## config.mk

```make
export PLATFORM = sky130hd
export DESIGN_NAME = wdog_guard
export DESIGN_NICKNAME = d
export VERILOG_FILES = /design/src/rtl/wdog_pkg.sv /design/src/rtl/wdog_unlock.sv /design/src/rtl/wdog_prescale.sv /design/src/rtl/wdog_counter.sv /design/src/rtl/wdog_guard.sv
export SDC_FILE = /design/constraint.sdc
export NUM_CORES = 1
export LEC_CHECK = 0
export ABC_CLOCK_PERIOD_IN_PS = 3900
export BUFFER_PORTS_ARGS = -buffer_cell sky130_fd_sc_hd__buf_2
export CAP_MARGIN = 20
export CORE_UTILIZATION = 54
export DETAILED_ROUTE_END_ITERATION = 7
export GPL_TIMING_DRIVEN = 0
export HOLD_SLACK_MARGIN = 0.06
export PLACE_DENSITY = 0.78
export SLEW_MARGIN = 20
export SYNTH_ARGS = -nofsm -noshare
export SYNTH_HDL_FRONTEND = slang
export SYNTH_HIERARCHICAL = 1
export SYNTH_SLANG_ARGS = --single-unit
```

## constraint.sdc

```tcl
create_clock -name clk -period 3.9 [get_ports clk]
set_clock_uncertainty 0.05 [all_clocks]
set_input_delay 0.39 -clock clk [delete_from_list [all_inputs] [get_ports clk]]
set_output_delay 0.39 -clock clk [all_outputs]
set_load 0.02 [all_outputs]
```

## src/rtl/wdog_pkg.sv

```systemverilog
package wdog_pkg;
    localparam int ADDR_W  = 2;
    localparam int DATA_W  = 8;
    localparam int RD_BITS = 5;

    localparam logic [ADDR_W-1:0] A_KICK  = 2'd0;
    localparam logic [ADDR_W-1:0] A_START = 2'd1;
    localparam logic [ADDR_W-1:0] A_CTRL  = 2'd2;
    localparam logic [ADDR_W-1:0] A_GUARD = 2'd3;

    localparam logic [DATA_W-1:0] KEY_ARM  = 8'h00;
    localparam logic [DATA_W-1:0] KEY_FIRE = 8'hFF;

    localparam int CTRL_DIV_BIT = 7;
    localparam int CTRL_ACT_BIT = 6;
    localparam int GUARD_EN_BIT = 7;

    typedef enum logic {KEY_IDLE, KEY_ARMED} key_state_t;
    typedef enum logic {RUN_HALT, RUN_COUNT} run_state_t;
endpackage

```

## src/rtl/wdog_unlock.sv

```systemverilog
module wdog_unlock
    import wdog_pkg::*;
(
    input  logic              clk,
    input  logic              rst_n,
    input  logic              wr_en,
    input  logic [ADDR_W-1:0] wr_addr,
    input  logic [DATA_W-1:0] wr_data,
    output logic              kick_ok
);
    key_state_t st_q, st_d;
    logic       arm_w, fire_w;

    assign arm_w  = wr_en && (wr_addr == A_KICK) && (wr_data == KEY_ARM);
    assign fire_w = wr_en && (wr_addr == A_KICK) && (wr_data == KEY_FIRE);

    always_ff @(posedge clk) begin
        if (!rst_n) st_q <= KEY_IDLE;
        else        st_q <= st_d;
    end

    always_comb begin
        st_d = st_q;
        unique case (st_q)
            KEY_IDLE:  if (arm_w) st_d = KEY_ARMED;             // arm
            KEY_ARMED: if (wr_en && !arm_w) st_d = KEY_IDLE;     // fire or abandon
        endcase
    end

    always_comb kick_ok = (st_q == KEY_ARMED) && fire_w;
endmodule

```

## src/rtl/wdog_prescale.sv

```systemverilog
module wdog_prescale #(
    parameter int DIV_LO  = 16,
    parameter int DIV_HI  = 128,
    parameter int DIV_SUB = 2
) (
    input  logic clk,
    input  logic rst_n,
    input  logic en,
    input  logic tick,
    input  logic clear,
    input  logic div_hi,
    input  logic sub_sel,
    output logic step
);
    localparam int PW = $clog2(DIV_HI);

    logic [PW-1:0] pre_q;
    logic [PW-1:0] lim_m1;

    always_comb begin
        if (sub_sel)     lim_m1 = PW'(DIV_SUB - 1);
        else if (div_hi) lim_m1 = PW'(DIV_HI - 1);
        else             lim_m1 = PW'(DIV_LO - 1);
    end

    // >= keeps the divider from running away after a ratio change
    assign step = en && tick && (pre_q >= lim_m1);

    always_ff @(posedge clk) begin
        if (!rst_n || clear) pre_q <= '0;
        else if (en && tick) pre_q <= step ? '0 : pre_q + 1'b1;
    end
endmodule

```

## src/rtl/wdog_counter.sv

```systemverilog
module wdog_counter
    import wdog_pkg::*;
#(
    parameter int CNT_W = 15
) (
    input  logic             clk,
    input  logic             rst_n,
    input  logic             auto_start,
    input  logic             start_req,
    input  logic             step,
    input  logic             reload,
    output logic [CNT_W-1:0] cnt,
    output logic             running,
    output logic             underflow
);
    localparam logic [CNT_W-1:0] CNT_MAX = {CNT_W{1'b1}};

    run_state_t       run_q, run_d;
    logic [CNT_W-1:0] cnt_q;

    always_ff @(posedge clk) begin
        if (!rst_n) run_q <= auto_start ? RUN_COUNT : RUN_HALT;
        else        run_q <= run_d;
    end

    always_comb begin
        run_d = run_q;
        unique case (run_q)
            RUN_HALT:  if (start_req) run_d = RUN_COUNT;         // start
            RUN_COUNT: run_d = RUN_COUNT;
        endcase
    end

    assign running   = (run_q == RUN_COUNT);
    assign underflow = running && step && !reload && (cnt_q == '0);

    always_ff @(posedge clk) begin
        if (!rst_n || reload || underflow) cnt_q <= CNT_MAX;
        else if (running && step)          cnt_q <= cnt_q - 1'b1;
    end

    assign cnt = cnt_q;
endmodule

```

## src/rtl/wdog_guard.sv

```systemverilog
module wdog_guard
    import wdog_pkg::*;
#(
    parameter int CNT_W   = 15,
    parameter int DIV_LO  = 16,
    parameter int DIV_HI  = 128,
    parameter int DIV_SUB = 2
) (
    input  logic              clk,
    input  logic              rst_n,
    input  logic              wr_en,
    input  logic [ADDR_W-1:0] wr_addr,
    input  logic [DATA_W-1:0] wr_data,
    input  logic              strap_autostart,
    input  logic              strap_guard,
    input  logic              cpu_tick,
    input  logic              slow_tick,
    input  logic              sub_clk_sel,
    input  logic              in_stop,
    input  logic              in_wait,
    input  logic              in_bus_hold,
    output logic              wdt_irq,
    output logic              wdt_rst_req,
    output logic [DATA_W-1:0] ctrl_rdata
);
    logic             div_q, act_q, guard_q;
    logic             irq_q, rst_q;
    logic             kick_ok, pre_step, step, halted;
    logic             running, underflow;
    logic [CNT_W-1:0] cnt_w;
    logic             ctrl_we, start_we, guard_we;

    assign ctrl_we  = wr_en && (wr_addr == A_CTRL);
    assign start_we = wr_en && (wr_addr == A_START);
    assign guard_we = wr_en && (wr_addr == A_GUARD) && wr_data[GUARD_EN_BIT];
    assign halted   = in_stop || in_wait || in_bus_hold;

    always_ff @(posedge clk) begin
        if (!rst_n) begin
            div_q   <= 1'b0;
            act_q   <= 1'b0;
            guard_q <= strap_guard;
        end else begin
            if (ctrl_we) begin
                div_q <= wr_data[CTRL_DIV_BIT];
                act_q <= wr_data[CTRL_ACT_BIT];
            end
            if (guard_we) guard_q <= 1'b1;
        end
    end

    wdog_unlock u_unlock (
        .clk     (clk),
        .rst_n   (rst_n),
        .wr_en   (wr_en),
        .wr_addr (wr_addr),
        .wr_data (wr_data),
        .kick_ok (kick_ok)
    );

    wdog_prescale #(.DIV_LO(DIV_LO), .DIV_HI(DIV_HI), .DIV_SUB(DIV_SUB)) u_pre (
        .clk     (clk),
        .rst_n   (rst_n),
        .en      (running && !guard_q),
        .tick    (cpu_tick && !halted),
        .clear   (kick_ok || underflow),
        .div_hi  (div_q),
        .sub_sel (sub_clk_sel),
        .step    (pre_step)
    );

    assign step = guard_q ? slow_tick : pre_step;

    wdog_counter #(.CNT_W(CNT_W)) u_cnt (
        .clk        (clk),
        .rst_n      (rst_n),
        .auto_start (strap_autostart),
        .start_req  (start_we),
        .step       (step),
        .reload     (kick_ok),
        .cnt        (cnt_w),
        .running    (running),
        .underflow  (underflow)
    );

    always_ff @(posedge clk) begin
        if (!rst_n) begin
            irq_q <= 1'b0;
            rst_q <= 1'b0;
        end else begin
            irq_q <= underflow && !guard_q && !act_q;
            rst_q <= underflow && (guard_q || act_q);
        end
    end

    assign wdt_irq     = irq_q;
    assign wdt_rst_req = rst_q;
    assign ctrl_rdata  = {div_q, act_q, 1'b0, cnt_w[CNT_W-1 -: RD_BITS]};
endmodule

```

==> results.json, run 1 <==
{
  "status": "finished clean",
  "grt_pass1_wl_mm": 5.77,
  "p_int_uw": 412,
  "avgSynthCellArea_um2": 9.32,
  "pre_cts_slack_ns": 0.551,
  "remaining_drc_errors": 0,
  "dieArea_mm2": 0.00312,
  "layout_setup_ws_ns": 0.769,
  "switchingPower_uw": 129,
  "worstPathRequired_ns": 4.09,
  "syn_inst": 168,
  "rsz0062_at_grt": "no",
  "fin_total_pwr_uw": 541,
  "wl_mm": 3.27,
  "cts.reportedPaths.clkPinSlew_ns": 0.09,
  "rows": 19,
  "diodes": 0,
  "syn2layout_area_growth_pct": 15.5,
  "grt_pass1_vias": 1405,
  "coreArea_mm2": 0.00276,
  "drive_gt1_frac": 0.259,
  "synth_area_mm2": 0.00157,
  "cts_tree": "yes",
  "synth_nets": 197,
  "clockRootBuffer": "clkbuf_4",
  "die_w_um": 55.8,
  "end_kind": "flop",
  "max_slew_margin": 0.657,
  "hold_viol_final": 0,
  "slew_viol_final": 0,
  "start_kind": "flop",
  "period_minus_slack_ns": 3.13,
  "start_util": 0.568,
  "drtIter0Drc": 37,
  "ys.flop_type": "dfxtp_1",
  "grt_max_degree": 14,
  "swShare": 0.238,
  "path_buf_inv": 0,
  "cap_violations": 0,
  "globalplace.congestion": 0.849,
  "fill_cells": 252,
  "cpPeakStageDelay_ns": 0.38,
  "drt_pass1_iterations": 4,
  "wire_per_inst_um": 13.9,
  "fin_nets": 233,
  "post_cts_buffers": 0,
  "finalSetupViolations": 0,
  "yosysWarnings": 6,
  "hold_buffers": 0,
  "cp.arrival_ns": 3.33,
  "clock-sinks": 29,
  "dp_hpwl_mm": 2.55,
  "synthArstFlopShare": 0,
  "hold_class": "input pin to flop",
  "postRouteAntennaNets": 0,
  "numCtsBuffers": 5,
  "ys_types": 43,
  "grt_util_all_layers": 0.240,
  "place_area_mm2": 0.00175,
  "p_comb_frac": 0.083,
  "p_seq_frac": 0.568,
  "final_area_mm2": 0.00181,
  "peakVddDrop_v": 0.000224,
  "grt_overflow": 0,
  "leakage_uw": 0.000698,
  "ys_seq_area_frac": 0.377,
  "portBuffers": 29,
  "h-tree-depth": 2,
  "clk_latency_ns": 0.33,
  "cts_buffer_depth": 2,
  "worst_pin_slew_ns": 0.510,
  "vias_per_cell": 5.70,
  "io_pins": 31,
  "num_vias": 1345,
  "power_density_mw_per_mm2": 299,
  "crit_family": "simple AND/OR/NAND/NOR gates",
  "critPathSlowestCell": "a211oi_1",
  "path_class": "flop to flop",
  "path_common_cell": "nand2b_1",
  "antenna_found_initial": 0,
  "cts_resized": 0,
  "synth_seq_cells": 29,
  "setup_tns_ns": 0,
  "crit_fanout": 8,
  "power.share.clock": 0.349,
  "fin_crit_sh": 0.803,
  "synth_edf_count": 1,
  "max_freq_ghz": 0.319,
  "dieHeight_um": 55.8,
  "path_cells": "nand2b_1 -> ha_1 -> a211oi_1 -> a31oi_4 -> mux2_2 -> and4b_1 -> nand3_1 -> nor4_1 -> or2_2 -> nand2b_1 -> nor3_1"
}
-- cells in the mapped netlist, types with 4 or more instances --
cell type / number / share of area
dfxtp_1: 28 / 0.36
ha_1: 8 / 0.064
nand2_1: 27 / 0.065
nand3_1: 4 / 0.013
nand4_1: 5 / 0.020
nor2_1: 9 / 0.022
nor3_1: 11 / 0.035
nor4_2: 4 / 0.032
or4_1: 4 / 0.019
xnor2_1: 11 / 0.062
xor2_1: 8 / 0.045
-- cells by family (layout without fill, tap and decap cells) --
family / count (synthesis) / after routing / share of synthesized area
other: 1 / 1 / 0.00240
flip-flops: 29 / 29 / 0.377
AO/OA/AOI/OAI: 11 / 11 / 0.0703
AND/OR/NAND/NOR: 88 / 88 / 0.325
XOR/XNOR: 19 / 19 / 0.106
adder cells (fa/ha/maj): 8 / 8 / 0.0640
multiplexers: 4 / 4 / 0.0264
buffers and inverters: 8 / 45 / 0.0280
-- worst reg2reg max path: stages, from the launching register on --
cell and delay (ns):
dfxtp_1 0.36, nand2b_1 0.13, ha_1 0.33, a211oi_1 0.38, a31oi_4 0.20, mux2_2 0.36, and4b_1 0.22, nand3_1 0.15
nor4_1 0.08, or2_2 0.31, nand2b_1 0.24, nor3_1 0.22
-- flip-flops by register name, indices dropped and copies added (netlist names) --
| signal | cells |
|---|---|
| div_q | 1 |
| u_unlock/st_q | 1 |
| u_cnt/running | 1 |
| wdt_irq | 1 |
| u_pre/pre_q | 7 |
| guard_q | 1 |
| wdt_rst_req | 1 |
| act_q | 1 |
| u_cnt/cnt | 15 |
-- final cells by class --
class / instances / area [µm²] / area share
sequential: 29 / 591 / 0.327
buffer: 5 / 32.5 / 0.0180
multi-input combinational: 131 / 931 / 0.515
tap: 31 / 38.8 / 0.0215
timing repair buffer: 29 / 145 / 0.0803
inverter: 3 / 11.3 / 0.00623
clock buffer: 8 / 58.8 / 0.0325
-- cell usage in the layout, fill, tap and decap left out, types with 2 or more instances in the layout --
cell,n
nor2b_1,2
mux2i_1,3
nor2_1,9
nor4_2,4
nand4_1,5
ha_1,8
nand4bb_1,2
nand2b_1,2
or3_1,3
buf_4,3
or4_4,2
buf_2,31
xor2_1,8
nor4_1,3
xnor2_1,11
or4_1,4
o21ai_0,2
clkbuf_1,2
nand3_1,4
nor3_1,11
dfxtp_1,28
inv_1,3
nand2_1,27
or2_2,2
clkbuf_4,5
-- final timing paths --
check / endpoint / start / slack [ns] / depth (start not counted)
worst min-delay path: u_cnt/running$_DFF_P_ / strap_autostart / 0.23 / 3
worst min register to register: div_q$_SDFFE_PN0P_ / div_q$_SDFFE_PN0P_ / 0.44 / 2
worst max-delay path: u_pre/pre_q[0]$_SDFFE_PP0P_ / div_q$_SDFFE_PN0P_ / 0.77 / 11
worst max register to register: u_pre/pre_q[0]$_SDFFE_PP0P_ / div_q$_SDFFE_PN0P_ / 0.77 / 11
-- routing by layer --
layer | routed length, µm | track usage | share of wire | vias to the layer above
li1 | - | - | - | 672
met3 | 129 | 0.0628 | 0.039 | 10
met2 | 1730 | 0.442 | 0.53 | 34
met1 | 1330 | 0.248 | 0.41 | 629
met4 | 76 | 0.122 | 0.023 | 0
met5 | 0 | 0 | 0 | -
-- stage by stage --
| step | hold WS [ns] | util | instances |
|---|---|---|---|
| floorplan | 0.394 | - | 168 |
| global placement | 0.412 | 0.634 | 228 |
| detailed placement | 0.430 | 0.634 | 228 |
| CTS | 0.228 | 0.656 | 236 |
| global route | 0.251 | 0.656 | 236 |
| finish | 0.232 | 0.656 | 236 |
-- power groups by stage --
stage	Sequential, µW	Clock [µW]	Combinational [µW]
2_1_floorplan	313	0	25.4
3_3_place_gp	314	0	41.9
3_5_place_dp	315	0	44.7
4_1_cts	308	197	44.9
5_1_grt	309	208	50.2
6_report	308	189	44.7
Note: power is estimated with default switching activity, not from simulation.
==> run 2, diff against run 1 <==
Settings changed: ABC_CLOCK_PERIOD_IN_PS 3900 to 2700, CORE_UTILIZATION 54 to 49, PLACE_DENSITY 0.78 to 0.75.
Clock period 3.9 ns to 2.7 ns, I/O delays scaled along.
==> results.json, run 2 (synthesized netlist as in run 1, its figures left out) <==
{
  "dieHeight_um": 58.5,
  "leakage_uw": 0.000745,
  "start_util": 0.513,
  "grt_pass1_vias": 1349,
  "cts_buffer_depth": 2,
  "dieArea_mm2": 0.00342,
  "syn2layout_area_growth_pct": 27.7,
  "cts.reportedPaths.clkPinSlew_ns": 0.10,
  "hold_viol_final": 0,
  "drt_pass1_iterations": 6,
  "status": "finished clean",
  "slew_viol_final": 0,
  "numCtsBuffers": 5,
  "dp_hpwl_mm": 2.47,
  "fin_nets": 240,
  "grtUsageMet3": 0.0527,
  "clk_latency_ns": 0.32,
  "largest_reg_flops": 15,
  "globalplace.congestion": 0.774,
  "drtIter0Drc": 36,
  "end_kind": "flop",
  "period_minus_slack_ns": 2.63,
  "diodes": 0,
  "path_class": "flop to flop",
  "die_w_um": 58.5,
  "worstPathRequired_ns": 2.89,
  "grt_util_all_layers": 0.224,
  "seq_area_um2": 597,
  "fin_crit_sh": 0.975,
  "layout_commonest_cell": "buf_2",
  "vias_per_cell": 5.32,
  "top_usage_layer": "met2",
  "io_pins": 31,
  "clock-sinks": 29,
  "wl_mm": 3.60,
  "cp.arrival_ns": 2.82,
  "multi_input_area_mm2": 0.00105,
  "h-tree-depth": 2,
  "grtUsageMet2": 0.409,
  "peakVddDrop_v": 0.000336,
  "start_kind": "flop",
  "clockRootBuffer": "clkbuf_4",
  "hold_ws_ns": 0.156,
  "portBuffers": 29,
  "crit_fanout": 7,
  "rows": 20,
  "hold_buffers": 0,
  "cts_tree": "yes",
  "postRouteAntennaNets": 0,
  "grt_pass1_wl_mm": 5.74,
  "drive_gt1_frac": 0.368,
  "fin_total_pwr_uw": 784,
  "antenna_found_initial": 0,
  "grt_overflow": 0,
  "cap_violations": 0,
  "final_cell_mix": "buf_2 (31), nand2_1 (27), dfxtp_1 (25)",
  "coreArea_mm2": 0.00305,
  "worst_pin_slew_ns": 0.860,
  "grt_max_degree": 14,
  "remaining_drc_errors": 0,
  "num_vias": 1361,
  "hold_class": "input pin to flop",
  "fill_cells": 261,
  "gr-usage-met1": 0.248,
  "max_slew_margin": 0.421,
  "wire_per_inst_um": 14.0,
  "power_density_mw_per_mm2": 392,
  "max_freq_ghz": 0.380,
  "finalSetupViolations": 0
}
## run 2: cell types whose count changed in the layout (fill, tap and decap cells not counted), sizes merged
cell  change
buf       +7
## run 2: what timing repair did
action	4_1_cts	5_1_grt
resized for setup	12	11
buffers inserted	1	6
setup endpoints to repair	20	19
pin swaps	2	10
## run 2: metal layers
metal	routed length, µm	part of all wire
met5	0	0
met1	1530	0.42
met2	1950	0.54
met4	42	0.012
met3	77	0.021
## run 2: critical path, cell delays in order, from the launching register on
cell	delay, ns
dfxtp_2	0.38
nand2b_4	0.09
ha_1	0.28
o21a_1	0.18
o21ai_2	0.16
a31oi_4	0.05
mux2_4	0.32
and4b_1	0.23
nand3_2	0.14
nor4_4	0.05
or2_4	0.25
nand2b_4	0.20
nor3_2	0.16
## run 2: through the flow
stage	instance area (µm²)	setup WS [ns]	std cells	util	setup TNS, ns
final	2000	0.0669	256	0.655	0
after global routing	2000	-0.0317	256	0.655	-0.102
after CTS	1890	0.00121	250	0.619	0
after detailed placement	1770	-0.538	241	0.580	-7.85
after global placement	1770	-0.401	241	0.580	-5.24
after floorplan	1570	0.00243	168	-	0
## run 2: power breakdown
part           switching [µW]  internal [µW]  total (µW)
logic                    39.9           38.1        78.0
clock network             134            128         262
registers                8.17            436         444
total                     182            603         784
## run 2: cell type report
cell class	instances	area share
multi-input cells	131	0.524
flip-flops and latches	29	0.298
repair buffers	36	0.0989
clock buffers	8	0.0294
well taps	44	0.0275
plain buffers	5	0.0163
inverters	3	0.00563
## run 2: final timing paths
path	from	end	slack, ns	cells after the start
max	div_q$_SDFFE_PN0P_	u_pre/pre_q[1]$_SDFFE_PP0P_	0.07	12
min	strap_guard	guard_q$_SDFFCE_PP1P_	0.16	2
max reg2reg	div_q$_SDFFE_PN0P_	u_pre/pre_q[1]$_SDFFE_PP0P_	0.07	12
min reg2reg	act_q$_SDFFE_PN0P_	wdt_irq$_SDFF_PN0_	0.43	1
==> run 3, diff against run 2 <==
Settings changed: ABC_CLOCK_PERIOD_IN_PS 2700 to 3200, CORE_UTILIZATION 49 to 58, PLACE_DENSITY 0.75 to 0.83, SYNTH_HIERARCHICAL 1 to unset.
Clock period 2.7 ns to 3.2 ns, I/O delays scaled along.
==> results.json, run 3 <==
{
  "crit_fanout": 10,
  "synth_nets": 219,
  "cpPeakStageDelay_ns": 0.44,
  "yosysTopAreaCellShare": 0.350,
  "max_freq_ghz": 0.374,
  "numCtsBuffers": 5,
  "io_pins": 31,
  "ys.flop_type": "dfxtp_1",
  "critPathSlowestCell": "o21ai_1",
  "grt_util_all_layers": 0.268,
  "synth_most_common_cell": "dfxtp_1",
  "die_w_um": 54.6,
  "yosys.area_share.simple": 0.330,
  "synth_edf_count": 1,
  "end_kind": "flop",
  "grt_max_degree": 11,
  "leakage_uw": 0.000743,
  "start_util": 0.630,
  "drtIter0Drc": 31,
  "drt_pass1_iterations": 4,
  "rows": 18,
  "peakVddDrop_v": 0.000381,
  "grt_overflow": 0,
  "worst_pin_slew_ns": 0.861,
  "dieHeight_um": 54.6,
  "remaining_drc_errors": 0,
  "wl_mm": 3.43,
  "grt_pass1_vias": 1352,
  "fill_cells": 201,
  "pre_cts_slack_ns": 0.383,
  "hold_class": "input pin to flop",
  "synth_seq_cells": 29,
  "max_slew_margin": 0.425,
  "cts_buffer_depth": 2,
  "yosysTopAreaCell": "dfxtp_1",
  "period_minus_slack_ns": 2.68,
  "synth_xor_xnor_area_share": 0.0164,
  "clockRootBuffer": "clkbuf_4",
  "layout_setup_ws_ns": 0.524,
  "yosysWarnings": 0,
  "diodes": 0,
  "seq_area_um2": 591,
  "syn2layout_area_growth_pct": 17.0,
  "post-route-util": 0.737,
  "path_class": "flop to flop",
  "wire_per_inst_um": 13.4,
  "power_density_mw_per_mm2": 398,
  "drive_gt1_frac": 0.242,
  "hold_viol_final": 0,
  "cap_violations": 0,
  "start_kind": "flop",
  "synth_mux_area_frac": 0.0125,
  "synth_top_family_by_area": "simple AND/OR/NAND/NOR gates",
  "setup_tns_ns": 0,
  "globalplace.congestion": 0.781,
  "post_cts_buffers": 0,
  "grt_pass1_wl_mm": 5.64,
  "syn_inst": 190,
  "cts.reportedPaths.clkPinSlew_ns": 0.09,
  "hold_buffers": 0,
  "clk_latency_ns": 0.33,
  "worstPathRequired_ns": 3.34,
  "postRouteAntennaNets": 0,
  "path_cells": "nand2b_1 -> ha_1 -> a211oi_1 -> o21ai_0 -> o21ai_1 -> o31a_1 -> clkbuf_1 -> nand3_1",
  "rsz0062_at_grt": "no",
  "finalSetupViolations": 0,
  "synth_compound_area_frac": 0.151,
  "ys_types": 43,
  "dp_hpwl_mm": 2.50,
  "clock-sinks": 29,
  "cts_tree": "yes",
  "h-tree-depth": 2,
  "largest_reg_flops": 15,
  "final_area_mm2": 0.00188,
  "ys_seq_area_frac": 0.368,
  "multi_input_area_um2": 927,
  "layout_commonest_cell": "buf_2",
  "fin_crit_sh": 0.836,
  "cp.arrival_ns": 2.82,
  "synth_area_mm2": 0.00160,
  "cts_resized": 0,
  "coreArea_mm2": 0.00254,
  "dieArea_mm2": 0.00298,
  "avgSynthCellArea_um2": 8.44,
  "final_cell_mix": "buf_2 (29), dfxtp_1 (28), nand3_1 (19)",
  "synthTopCellsByArea": "dfxtp_1 (35%), ha_1 (6.2%), nand3_1 (5.9%)",
  "portBuffers": 29,
  "synth_fa_ha_area_frac": 0.0625,
  "antenna_found_initial": 0,
  "synthArstFlopShare": 0,
  "slew_viol_final": 0,
  "synth_top_cells_by_count": "dfxtp_1 (28), nand3_1 (19), nand2_1 (17), a21oi_1 (10), o21ai_0 (10)",
  "place_area_mm2": 0.00179,
  "num_vias": 1530,
  "status": "finished clean",
  "fin_nets": 255,
  "vias_per_cell": 5.95
}
-- run 3: changes by cell type after synthesis, sizes merged, moves of 6 or more --
cell,previous run,this run
nand3,4,19
nand2,27,17
a21oi,1,10
o21ai,2,11
xnor2,11,2
nor3,11,4
xor2,8,1
o31ai,0,6
or3,3,9
-- run 3: logic make-up after synthesis --
family,count (synthesis)
AOI/OAI and AO/OA,38
xor gates and xnor gates,3
adders and majority gates,8
buffers and inverters,16
DFF,29
muxes,2
other,1
and+or+nand+nor,93
-- run 3: final timing paths --
path | endpoint | startpoint | slack (ns) | depth (start not counted)
min | guard_q$_SDFFCE_PP1P_ | strap_guard | 0.21 | 2
max | u_cnt.cnt[3]$_SDFFE_PP1P_ | div_q$_SDFFE_PN0P_ | 0.52 | 8
min reg2reg | u_unlock.st_q$_SDFF_PN0_ | u_unlock.st_q$_SDFF_PN0_ | 0.44 | 2
max reg2reg | u_cnt.cnt[3]$_SDFFE_PP1P_ | div_q$_SDFFE_PN0P_ | 0.52 | 8
-- run 3: power breakdown --
| group | internal [µW] | switching, µW | leakage, µW |
|---|---|---|---|
| registers | 368 | 4.47 | 0.000237 |
| clock network | 187 | 129 | 0.0000455 |
| logic | 25.6 | 32.7 | 0.000460 |
| total | 580 | 166 | 0.000743 |
-- run 3: final cells by class --
cell class | count | area share
clock buffers | 7 | 0.0294
inverters | 4 | 0.00801
clock inverters | 1 | 0.0160
flip-flops and latches | 29 | 0.315
well taps | 30 | 0.0200
repair buffers | 29 | 0.0774
multi-input cells | 145 | 0.494
plain buffers | 12 | 0.0400
-- run 3: metal layers --
| metal | share of wire | up-vias | global-route usage |
|---|---|---|---|
| met5 | 0 | - | 0 |
| met4 | 0.014 | 0 | 0.137 |
| met3 | 0.039 | 6 | 0.0806 |
| met2 | 0.47 | 42 | 0.429 |
| met1 | 0.48 | 706 | 0.323 |
| li1 | - | 776 | - |
-- run 3: stage by stage --
step | hold slack, ns | instances | power (µW)
after floorplan | 0.360 | 190 | 413
after global placement | 0.420 | 249 | 436
after detailed placement | 0.424 | 249 | 438
after CTS | 0.187 | 257 | 753
after global routing | 0.185 | 257 | 779
final | 0.207 | 257 | 747
-- run 3: critical path, delay by kind of cell (launching register included) --
family / cells / cell delay, ns
buffers and inverters: 1 / 0.38
adder cells (fa/ha/maj): 1 / 0.35
AND/OR/NAND/NOR: 2 / 0.24
flip-flops: 1 / 0.38
AO/OA/AOI/OAI: 4 / 1.15
